--- config.mk ---
export PLATFORM = sky130hd
export DESIGN_NAME = crc4mf_align
export DESIGN_NICKNAME = d
export VERILOG_FILES = /design/src/rtl/crc4mf_pkg.sv /design/src/rtl/crc4mf_word_det.sv /design/src/rtl/crc4mf_pos_track.sv /design/src/rtl/crc4mf_align.sv
export SDC_FILE = /design/constraint.sdc
export NUM_CORES = 1
export LEC_CHECK = 0
export ABC_AREA = 1
export BUFFER_PORTS_ARGS = -buffer_cell sky130_fd_sc_hd__buf_2
export CAP_MARGIN = 20
export CORE_UTILIZATION = 55
export DETAILED_ROUTE_END_ITERATION = 6
export GPL_ROUTABILITY_DRIVEN = 1
export GPL_TIMING_DRIVEN = 0
export PLACE_DENSITY = 0.83
export SLEW_MARGIN = 25
export SYNTH_ARGS = -nofsm -noshare
export SYNTH_HDL_FRONTEND = slang
export SYNTH_SLANG_ARGS = --single-unit
--- constraint.sdc ---
create_clock -name clk -period 2 [get_ports clk]
set_input_delay 0.2 -clock clk [delete_from_list [all_inputs] [get_ports clk]]
set_output_delay 0.2 -clock clk [all_outputs]
set_load 0.05 [all_outputs]
--- src/rtl/crc4mf_pkg.sv ---
package crc4mf_pkg;

    typedef enum logic [1:0] {
        MF_OFF   = 2'd0,
        MF_ONE   = 2'd1,
        MF_TWO   = 2'd2,
        MF_THREE = 2'd3
    } mf_mode_e;

    localparam int unsigned WORD_LEN = 6;
    localparam logic [WORD_LEN-1:0] ALIGN_WORD = 6'b001011;

endpackage

--- src/rtl/crc4mf_word_det.sv ---
module crc4mf_word_det #(
    parameter int unsigned W = 6,
    parameter logic [W-1:0] PAT = 6'b001011
) (
    input  logic clk,
    input  logic rst_n,
    input  logic clr,
    input  logic stb,
    input  logic nfas,
    input  logic si,
    output logic hit
);

    typedef struct packed {
        logic [W-2:0] hist;
    } det_t;

    det_t det_d, det_q;

    always_comb begin
        det_d = det_q;
        if (clr) begin
            det_d.hist = '0;
        end else if (stb && nfas) begin
            det_d.hist = {det_q.hist[W-3:0], si};
        end
    end

    always_ff @(posedge clk or negedge rst_n) begin
        if (!rst_n) det_q <= '0;
        else        det_q <= det_d;
    end

    assign hit = stb && nfas && !clr && ({det_q.hist, si} == PAT);

endmodule

--- src/rtl/crc4mf_pos_track.sv ---
module crc4mf_pos_track #(
    parameter int unsigned FPM      = 16,
    parameter int unsigned LAST_POS = 11
) (
    input  logic clk,
    input  logic rst_n,
    input  logic stb,
    input  logic hit,
    input  logic en,
    output logic pulse
);

    localparam int unsigned PW = $clog2(FPM);

    typedef struct packed {
        logic [PW-1:0] pos;
    } pos_t;

    pos_t pos_d, pos_q;

    always_comb begin
        pos_d = pos_q;
        if (stb) begin
            if (hit)
                pos_d.pos = PW'(LAST_POS);
            else if (pos_q.pos == PW'(FPM - 1))
                pos_d.pos = '0;
            else
                pos_d.pos = pos_q.pos + 1'b1;
        end
    end

    always_ff @(posedge clk or negedge rst_n) begin
        if (!rst_n) pos_q <= '0;
        else        pos_q <= pos_d;
    end

    assign pulse = en && stb && !hit && (pos_q.pos == PW'(FPM - 1));

endmodule

--- src/rtl/crc4mf_align.sv ---
module crc4mf_align #(
    parameter int unsigned FPM    = 16,
    parameter int unsigned WIN_MF = 4
) (
    input  logic       clk,
    input  logic       rst_n,
    input  logic       frm_stb,
    input  logic       frm_nfas,
    input  logic       si_bit,
    input  logic       fas_locked,
    input  logic [1:0] mode,
    output logic       mf_sync,
    output logic       mf_pulse
);
    import crc4mf_pkg::*;

    localparam int unsigned WIN      = FPM * WIN_MF;
    localparam int unsigned SW       = $clog2(WIN);
    localparam int unsigned GW       = $clog2(FPM);
    localparam int unsigned LAST_POS = 2 * WORD_LEN - 1;

    typedef struct packed {
        logic [1:0]    mode;
        logic [1:0]    cnt;
        logic [SW-1:0] span;
        logic [GW-1:0] gap;
        logic          sync;
    } srch_t;

    srch_t s_d, s_q;
    logic  clr, hit, pulse;

    assign clr = !fas_locked || (mode != s_q.mode) || (mode == MF_OFF);

    crc4mf_word_det #(.W(WORD_LEN), .PAT(ALIGN_WORD)) u_det (
        .clk  (clk),
        .rst_n(rst_n),
        .clr  (clr),
        .stb  (frm_stb),
        .nfas (frm_nfas),
        .si   (si_bit),
        .hit  (hit)
    );

    crc4mf_pos_track #(.FPM(FPM), .LAST_POS(LAST_POS)) u_pos (
        .clk  (clk),
        .rst_n(rst_n),
        .stb  (frm_stb),
        .hit  (hit),
        .en   (s_q.sync && !clr),
        .pulse(pulse)
    );

    always_comb begin
        s_d      = s_q;
        s_d.mode = mode;
        if (clr) begin
            s_d.cnt  = '0;
            s_d.span = '0;
            s_d.gap  = '0;
            s_d.sync = 1'b0;
        end else if (frm_stb && !s_q.sync) begin
            if (s_q.cnt == 2'd0) begin
                if (hit) begin
                    s_d.cnt  = 2'd1;
                    s_d.span = '0;
                    s_d.gap  = '0;
                    s_d.sync = (mode == 2'd1);
                end
            end else if (s_q.span == SW'(WIN - 1)) begin
                // window used up: restart, a word here becomes the new first one
                s_d.cnt  = hit ? 2'd1 : 2'd0;
                s_d.span = '0;
                s_d.gap  = '0;
            end else begin
                s_d.span = s_q.span + 1'b1;
                if (s_q.gap == GW'(FPM - 1)) begin
                    s_d.gap = '0;
                    if (hit) begin
                        s_d.cnt  = s_q.cnt + 1'b1;
                        s_d.sync = ((s_q.cnt + 2'd1) == mode);
                    end
                end else begin
                    s_d.gap = s_q.gap + 1'b1;
                end
            end
        end
    end

    always_ff @(posedge clk or negedge rst_n) begin
        if (!rst_n) s_q <= '0;
        else        s_q <= s_d;
    end

    assign mf_sync  = s_q.sync;
    assign mf_pulse = pulse;

endmodule

==> results of run 1 <==
## layer usage
metal / vias to the layer above / share of wire, % / GRT usage (%)
li1: 602 / - / -
met1: 568 / 46 / 27.7
met2: 22 / 49 / 35.7
met3: 4 / 2.9 / 3.74
met4: 0 / 1.6 / 10.1
met5: - / 0 / 0
## where the power goes
group | total [µW] | switching (µW) | leakage (µW) | internal [µW]
logic | 225 | 139 | 0.000475 | 85.7
registers | 560 | 33.3 | 0.000319 | 526
clock network | 359 | 156 | 0.0000279 | 203
total | 1140 | 329 | 0.000822 | 815
## placed cells by master (no fill, tap or decap), types with 2 or more instances in the layout
master	count
nor3_1	2
xor2_1	3
dfrtp_1	24
buf_2	9
xnor2_1	2
nor4_1	2
o21ai_1	4
nand2_1	43
a31oi_1	2
inv_1	19
buf_4	6
a21oi_4	3
a21oi_1	5
o22ai_1	3
nand3_2	8
nand2_2	3
inv_2	5
nor2_4	3
clkbuf_4	3
nand4_1	2
nand3_1	7
nor2_1	15
o21ai_0	3
buf_6	2
ha_1	4
## worst min-delay path by stage
| stage | end | slack, ns | cells past startpoint | start |
|---|---|---|---|---|
| 2_1_floorplan | mf_sync$_DFFE_PN0P_ | -0.1 | 0 | rst_n |
| 3_3_place_gp | s_q[4]$_DFFE_PN0P_ | 0.21 | 1 | rst_n |
| 6_report | s_q[13]$_DFF_PN0_ | 0.04 | 1 | mode[0] |
| 4_1_cts | s_q[13]$_DFF_PN0_ | 0.05 | 1 | mode[0] |
| 3_5_place_dp | s_q[13]$_DFF_PN0_ | 0.22 | 1 | rst_n |
| 5_1_grt | s_q[13]$_DFF_PN0_ | 0.04 | 1 | mode[0] |
## metrics by stage
step | instances | TNS (ns) | utilization [%] | hold slack (ns) | worst slack, ns
detailed placement | 212 | 0 | 61.5 | 0.222 | 0.308
floorplan | 173 | 0 | - | -0.0956 | 0.235
global placement | 212 | 0 | 61.5 | 0.209 | 0.392
finish | 223 | 0 | 67.1 | 0.0413 | 0.0519
global route | 223 | -0.0537 | 67.1 | 0.0423 | -0.0537
CTS | 217 | 0 | 64.7 | 0.0474 | 0.000484
## worst max-delay path: cells and delay by family, from the launching register on
family | cells | cell delay (ns)
buffers and inverters | 3 | 0.37
AND/OR/NAND/NOR | 5 | 0.67
flip-flops | 1 | 0.40
## logic make-up (layout without fill, tap and decap cells)
logic type               Yosys count  after routing  share of synthesized area, %
XOR/XNOR                           5              5                          3.08
AND/OR/NAND/NOR                   90             90                          32.4
buffers and inverters             27             47                          7.74
flip-flops                        24             24                          42.2
adder cells (fa/ha/maj)            4              4                          3.52
AO/OA/AOI/OAI                     23             23                          11.1
## final cells by class
cell class              count  area (µm²)  share of cell area (%)
flip-flops and latches     24         601                    36.5
plain buffers               2        16.3                   0.988
clock inverters             1        30.0                    1.82
well taps                  30        37.5                    2.28
inverters                  25        96.3                    5.85
repair buffers             16         106                    6.46
clock buffers               3        22.5                    1.37
multi-input cells         122         737                    44.8
## registers in the layout (all words and copies together) (netlist names)
signal       flops
mf_sync          1
u_det.det_q      5
u_pos.pos_q      4
s_q             14
## what timing repair did
item | CTS | global route
endpoints found under the hold margin | 24 | 0
resized for setup | 3 | 6
buffers inserted | 0 | 6
setup endpoints to repair | 1 | 1
hold buffers | 1 | 0
pin swaps | 0 | 4
==> impl_metrics.yaml, run 1 <==
die:
  die_w_um: 52.9
  placementRows: 18
  dieArea_um2: 2790
  core_um2: 2450
  initial_core_util_pct: 58.0
  ios: 10
  die_y_um: 52.9
final_layout:
  nNetsFinal: 206
  design_area_um2: 1650
  fillCellCount: 209
  antenna_cells: 0
  area.growth.synth_to_final_pct: 15.7
  drive_gt1_share_pct: 26.4
synth:
  syn_nets: 185
  synth_top_cell_by_area: "dfrtp_1"
  syn-mean-instance-area_um2: 8.22
  yosysMostFrequentCell: "nand2_1"
  async_flop_share_pct: 100
  syn-cell-area_um2: 1420
  seq_area_frac_synth_pct: 42.2
  synth_area_leaders: "dfrtp_1, nand2_1, nand3_2"
  syn_inst: 173
  synth_top_area_share_pct: 42.2
  synth_common_cells: "nand2_1, dfrtp_1, inv_1"
  synth_seq_cells: 24
  synth_edf_count: 0
  yosys_warnings: 0
  ys.flop_type: "dfrtp_1"
  yosysUniqueCellTypes: 29
sta:
  tightest_slew_ns: 0.542
  hold_viol: 0
  period_share_pct: 97.4
  drv_slew: 0
  fin_skew_ns: 0.00726
  maxSlewHeadroom_pct: 63.8
  fmax_ghz: 0.513
  setup_viol: 0
  fin_crit_ns: 1.95
power:
  peakVddDrop_v: 0.000496
  powerDensity_nw_per_um2: 695
  finalPower_uw: 1140
  total_leakage_power_uw: 0.000822
setup_path:
  ff2ff_setup_slack_ns: 0.30
  crit_start: "s_q[14]$_DFF_PN0_"
  regToRegStartpoint: "s_q[11]$_DFFE_PN0P_"
  crit_required_ns: 1.80
  cp-end-kind: "output port"
  reg2reg_to: "s_q[11]$_DFFE_PN0P_"
  crit_path_cell_trace: "inv_2, nand2_1, nand2_2, nand3_4, inv_4, nand4_1, nor3_2, buf_6"
  critical_path_arrival_ns: 1.75
  critPathLaunchType: "flip-flop"
  path_class: "reg -> out"
  worstRegToRegCells: 9
  endpoint: "mf_pulse"
  cp_slowest_cell: "dfrtp_1"
  cp_max_fo: 5
  max_stage_delay_ns: 0.40
global_route:
  grt_pass1_wl_um: 4420
  grt-ovfl-total: 0
  antenna_found_initial: 0
  grt_max_degree: 25
  grt_pass1_vias: 1034
  grt.total_usage_pct: 21.8
place:
  hpwlAfterDp_um: 1960
  numPortBuffers: 9
  post_dp_cell_area_um2: 1510
  gp_congestion: 0.829
route:
  drt_pass1_iterations: 5
  drc: 0
  routed_wl_um: 2870
  routedWlPerCell_um: 12.9
  num_vias: 1196
  drt_iter0_drc: 36
  drt-vias-per-instance: 5.36
  ant_nets: 0
worst_hold_path:
  min_path_type: "in -> reg"
clocking:
  cts_max_level: 1
  clock-sinks: 24
  cts-root-buf: "clkbuf_4"
  cts_tree: "yes"
  cts_buffers: 3
  cts.reportedPaths.clkPinSlew_ns: 0.13
  clock_latency_ns: 0.32
  cts_buffer_depth: 2
flow_run:
  maxCapViolations: 0
run_status:
  status: "finished, final reports clean"
No activity file was read; power rests on OpenSTA's default activity.
==> run 2, diff against run 1 <==
ABC_AREA = 0   (was 1)
==> impl_metrics.yaml, run 2 <==
run_status:
  status: "finished, final reports clean"
clocking:
  clock-sinks: 24
  cts_tree: "yes"
  cts_max_level: 1
  cts_buffer_depth: 2
  cts.reportedPaths.clkPinSlew_ns: 0.13
  clock_latency_ns: 0.32
  cts-root-buf: "clkbuf_4"
  cts_buffers: 3
synth:
  yosys_warnings: 0
  synth_area_leaders: "dfrtp_1, nand3_1, a21oi_1"
  ys.flop_type: "dfrtp_1"
  seq_area_frac_synth_pct: 45.4
  yosysMostFrequentCell: "dfrtp_1"
  async_flop_share_pct: 100
  synth_top_area_share_pct: 45.4
  syn_nets: 157
  synth_seq_cells: 24
  yosysUniqueCellTypes: 38
  syn-mean-instance-area_um2: 9.12
  synth_edf_count: 0
  synth_top_cell_by_area: "dfrtp_1"
  synth_common_cells: "dfrtp_1, nand3_1, nand2_1"
  syn_inst: 145
  syn-cell-area_um2: 1320
route:
  drt_iter0_drc: 30
  ant_nets: 0
  drc: 0
  num_vias: 1175
  routed_wl_um: 2910
  routedWlPerCell_um: 15.3
  drt_pass1_iterations: 4
  drt-vias-per-instance: 6.18
worst_hold_path:
  min_path_type: "in -> reg"
final_layout:
  largest_registers: "s_q x14, u_det.det_q x5, u_pos.pos_q x4"
  area.growth.synth_to_final_pct: 15.5
  drive_gt1_share_pct: 15.4
  antenna_cells: 0
  top_register: "s_q"
  design_area_um2: 1530
  final_common_cell: "dfrtp_1"
  layout_common_cells: "dfrtp_1, nand3_1, nand2_1, a21oi_1, inv_1"
  largest_register_ffs: 14
  nNetsFinal: 175
setup_path:
  critPathLaunchType: "flip-flop"
  critical_path_arrival_ns: 2.18
  cp_max_fo: 10
  cp-end-kind: "flip-flop"
  crit_required_ns: 2.24
  path_class: "reg -> reg"
sta:
  fmax_ghz: 0.517
  drv_slew: 0
  rsz0062_at_grt: "no"
  tightest_slew_ns: 0.536
  fin_crit_ns: 1.94
  setup_viol: 0
  fin_ws_ns: 0.0648
  hold_viol: 0
  maxSlewHeadroom_pct: 64.2
  period_share_pct: 96.8
  fin_skew_ns: 0.000875
  setup_tns_ns: 0
die:
  initial_core_util_pct: 59.2
  die_w_um: 51.0
  dieArea_um2: 2600
  ios: 10
  placementRows: 17
  core_um2: 2230
  die_y_um: 51.0
place:
  numPortBuffers: 8
  gp_congestion: 0.825
  hpwlAfterDp_um: 1990
  dpl_worst_slack_ns: 0.0622
  post_dp_cell_area_um2: 1410
power:
  seqPwrFrac_pct: 52.5
  power_frac_clock_pct: 33.0
  pwr-share-comb_pct: 14.5
  p_int_uw: 791
  power.switching_uw: 276
  swShare_pct: 25.9
  total_leakage_power_uw: 0.000585
  powerDensity_nw_per_um2: 699
  peakVddDrop_v: 0.000481
  finalPower_uw: 1070
global_route:
  grt_pass1_wl_um: 4570
  grt.total_usage_pct: 23.5
  grt-ovfl-total: 0
  grt_max_degree: 25
  antenna_found_initial: 0
  grt_pass1_vias: 1077
flow_run:
  maxCapViolations: 0
## run 2: cell types whose count changed in the layout (fill, tap and decap cells not counted), sizes merged, moves of 3 or more
cell and change:
nand2 -34, clkbuf +4, nand2b +3, nor2 -12
nor3 -3, nand4b +4, buf -4, a31oi +4
inv -16, o31ai +3
## run 2: cells by family after synthesis
| family | after synthesis | synth area share [%] |
|---|---|---|
| AOI/OAI and AO/OA | 38 | 18.0 |
| xor gates and xnor gates | 4 | 2.65 |
| adders and majority gates | 4 | 3.78 |
| buffers and inverters | 14 | 4.35 |
| DFF | 24 | 45.4 |
| muxes | 1 | 0.757 |
| and+or+nand+nor | 60 | 25.1 |
## run 2: cell type report
| class | instances | area, µm² |
|---|---|---|
| clock inverter | 1 | 30.0 |
| tap | 28 | 35.0 |
| timing repair buffer | 13 | 86.3 |
| inverter | 9 | 33.8 |
| fill | 173 | 706 |
| sequential | 24 | 602 |
| clock buffer | 3 | 22.5 |
| multi-input combinational | 107 | 692 |
| buffer | 5 | 26.3 |
## run 2: repair_timing
item	in CTS	in global routing
resized for setup	3	4
endpoints found under the setup margin	1	8
hold endpoints to repair	24	0
pin swaps	0	2
hold buffers	1	0
setup buffers	1	3
gates cloned	0	0
## run 2: worst paths after layout
kind                            cells past startpoint                   to  slack [ns]           startpoint
worst min-delay path                                1    s_q[14]$_DFF_PN0_        0.04              mode[1]
worst max-delay path                                6  s_q[11]$_DFFE_PN0P_        0.06  s_q[11]$_DFFE_PN0P_
max in group asynchronous                           2  s_q[11]$_DFFE_PN0P_        1.24                rst_n
worst min register to register                      1   s_q[5]$_DFFE_PN0P_        0.53   s_q[5]$_DFFE_PN0P_
min in group asynchronous                           2   s_q[9]$_DFFE_PN0P_        0.38                rst_n
worst max register to register                      6  s_q[11]$_DFFE_PN0P_        0.06  s_q[11]$_DFFE_PN0P_
## run 2: stage by stage
| stage | utilization, % | hold WS [ns] | std cells |
|---|---|---|---|
| 2_1_floorplan | - | -0.0956 | 145 |
| 3_3_place_gp | 63.2 | 0.204 | 181 |
| 3_5_place_dp | 63.2 | 0.212 | 181 |
| 4_1_cts | 66.8 | 0.0362 | 187 |
| 5_1_grt | 68.4 | 0.0238 | 190 |
| 6_report | 68.4 | 0.0351 | 190 |
## run 2: power groups by stage
stage	clock [µW]	sequential [µW]	combinational (µW)
2_1_floorplan	0	560	104
3_3_place_gp	0	565	135
3_5_place_dp	0	571	146
4_1_cts	358	561	151
5_1_grt	373	567	177
6_report	352	561	154
## run 2: critical path, cell delays in order (launching register included)
cell,delay [ns]
dfrtp_2,0.44
inv_1,0.06
ha_1,0.19
clkbuf_4,0.18
or3_1,0.45
a211o_1,0.33
a211oi_2,0.21
## run 2: metal layers
layer / track usage [%] / routed length (µm) / vias up
met4: 11.1 / 44 / 0
met1: 30.6 / 1370 / 568
li1: - / - / 570
met2: 38.6 / 1400 / 32
met3: 3.27 / 97 / 5
met5: 0 / 0 / -
==> run 3, diff against run 2 <==
CORE_UTILIZATION = 58   (was 55)
PLACE_DENSITY = 0.86   (was 0.83)
==> impl_metrics.yaml, run 3 (same netlist as run 2, synthesis figures left out) <==
power:
  total_leakage_power_uw: 0.000584
  finalPower_uw: 936
  peakVddDrop_v: 0.000403
  powerDensity_nw_per_um2: 621
clocking:
  cts_tree: "yes"
  cts_buffer_depth: 2
  cts-root-buf: "clkbuf_4"
  cts.reportedPaths.clkPinSlew_ns: 0.12
  cts_buffers: 3
  clock-sinks: 24
  clock_latency_ns: 0.31
  cts_max_level: 1
final_layout:
  nNetsFinal: 176
  final_core_util_pct: 73.8
  antenna_cells: 0
  largest_register_ffs: 14
  top_register: "s_q"
  seqCellArea_um2: 601
  final_common_cell: "dfrtp_1"
  layout_common_cells: "dfrtp_1, nand3_1, nand2_1, a21oi_1, inv_1"
  drive_gt1_share_pct: 15.4
  area.growth.synth_to_final_pct: 14.0
  multi_input_area_um2: 699
  largest_registers: "s_q x14, u_det.det_q x5, u_pos.pos_q x4"
  layout.cells.non_filler: 189
  fillCellCount: 153
sta:
  tightest_slew_ns: 0.532
  rsz0062_at_grt: "no"
  setup_viol: 0
  period_share_pct: 95.9
  drv_slew: 0
  hold_viol: 0
  whs_ns: 0.0533
  fin_skew_ns: 0.000736
  fin_crit_ns: 1.92
  setup_tns_ns: 0
  maxSlewHeadroom_pct: 64.5
  fmax_ghz: 0.521
place:
  numPortBuffers: 8
  gp_congestion: 0.892
  hpwlAfterDp_um: 2070
  dp_cells: 180
setup_path:
  critPathLaunchType: "flip-flop"
  critical-path-top-delay-family: "compound AO/OA/AOI/OAI gates"
  path_class: "reg -> reg"
  critPathBufInv: 2
  cp-end-kind: "flip-flop"
  crit_required_ns: 2.24
  cp_slowest_cell: "dfrtp_1"
  max_stage_delay_ns: 0.43
  cp_max_fo: 10
  crit_path_cell_trace: "inv_1, ha_1, buf_2, a31oi_1, or3_1, a211o_1, a211oi_2"
  critical_path_arrival_ns: 2.15
die:
  die_y_um: 49.8
  die_w_um: 49.8
  ios: 10
  placementRows: 16
  initial_core_util_pct: 64.8
  dieArea_um2: 2480
  core_um2: 2040
route:
  routed_wl_um: 2960
  drc: 0
  drt-vias-per-instance: 6.36
  ant_nets: 0
  routedWlPerCell_um: 15.7
  drt_pass1_iterations: 4
  num_vias: 1202
  drt_iter0_drc: 57
flow_run:
  maxCapViolations: 0
global_route:
  antenna_found_initial: 0
  grt-ovfl-total: 0
  grt.total_usage_pct: 26.3
  grt_pass1_vias: 1052
  grt_max_degree: 25
  grt_pass1_wl_um: 4910
worst_hold_path:
  min_path_type: "in -> reg"
run_status:
  status: "finished, final reports clean"
[run 3: cell count changes in the layout (fill, tap and decap cells not counted), sizes merged]
cell and delta:
clkbuf -1, bufinv -1, buf +2
[run 3: repair_timing]
action / 4_1_cts / 5_1_grt
pin swaps: 1 / 2
hold endpoints to repair: 24 / 0
hold buffers: 1 / 0
buffers inserted: 2 / 3
gates resized for setup: 4 / 3
endpoints found under the setup margin: 1 / 8
[run 3: final timing paths]
| check | slack [ns] | start | endpoint | depth (start not counted) |
|---|---|---|---|---|
| worst min register to register | 0.52 | s_q[5]$_DFFE_PN0P_ | s_q[5]$_DFFE_PN0P_ | 1 |
| min in group asynchronous | 0.38 | rst_n | s_q[9]$_DFFE_PN0P_ | 2 |
| max in group asynchronous | 1.27 | rst_n | u_det.det_q[2]$_DFFE_PN0P_ | 2 |
| worst max-delay path | 0.08 | s_q[11]$_DFFE_PN0P_ | s_q[11]$_DFFE_PN0P_ | 7 |
| worst min-delay path | 0.05 | mode[0] | s_q[13]$_DFF_PN0_ | 1 |
| worst max register to register | 0.08 | s_q[11]$_DFFE_PN0P_ | s_q[11]$_DFFE_PN0P_ | 7 |
[run 3: layer usage]
metal / vias to the layer above / wire length (µm) / part of all wire [%] / track usage, %
li1: 573 / - / - / -
met1: 580 / 1310 / 44 / 37.9
met2: 43 / 1440 / 49 / 39.9
met3: 6 / 161 / 5.4 / 3.70
met4: 0 / 41 / 1.4 / 10.5
met5: - / 0 / 0 / 0
[run 3: power breakdown]
group / internal (µW) / switching (µW)
sequential: 522 / 42.7
clock: 70.4 / 137
combinational: 69.2 / 95.5
total: 661 / 275
[run 3: layout make-up]
class,count,share of cell area [%]
sequential,24,39.8
tap,27,2.24
inverter,9,2.24
buffer,5,1.58
multi-input combinational,107,46.4
clock buffer,3,1.49
timing repair buffer,14,6.22
[run 3: stage by stage]
step                      setup slack [ns]  cell area, µm²
after CTS                          0.00801            1470
after global placement              0.0934            1410
final                               0.0815            1510
after floorplan                      0.182            1340
after global routing                0.0133            1510
after detailed placement            0.0790            1410
[run 3: worst register-to-register path: cells and delay by family, from the launching register on]
kind	cells	cell delay, ns
adders and majority gates	1	0.16
buffers and inverters	2	0.27
and+or+nand+nor	1	0.39
DFF	1	0.43
AOI/OAI and AO/OA	3	0.61
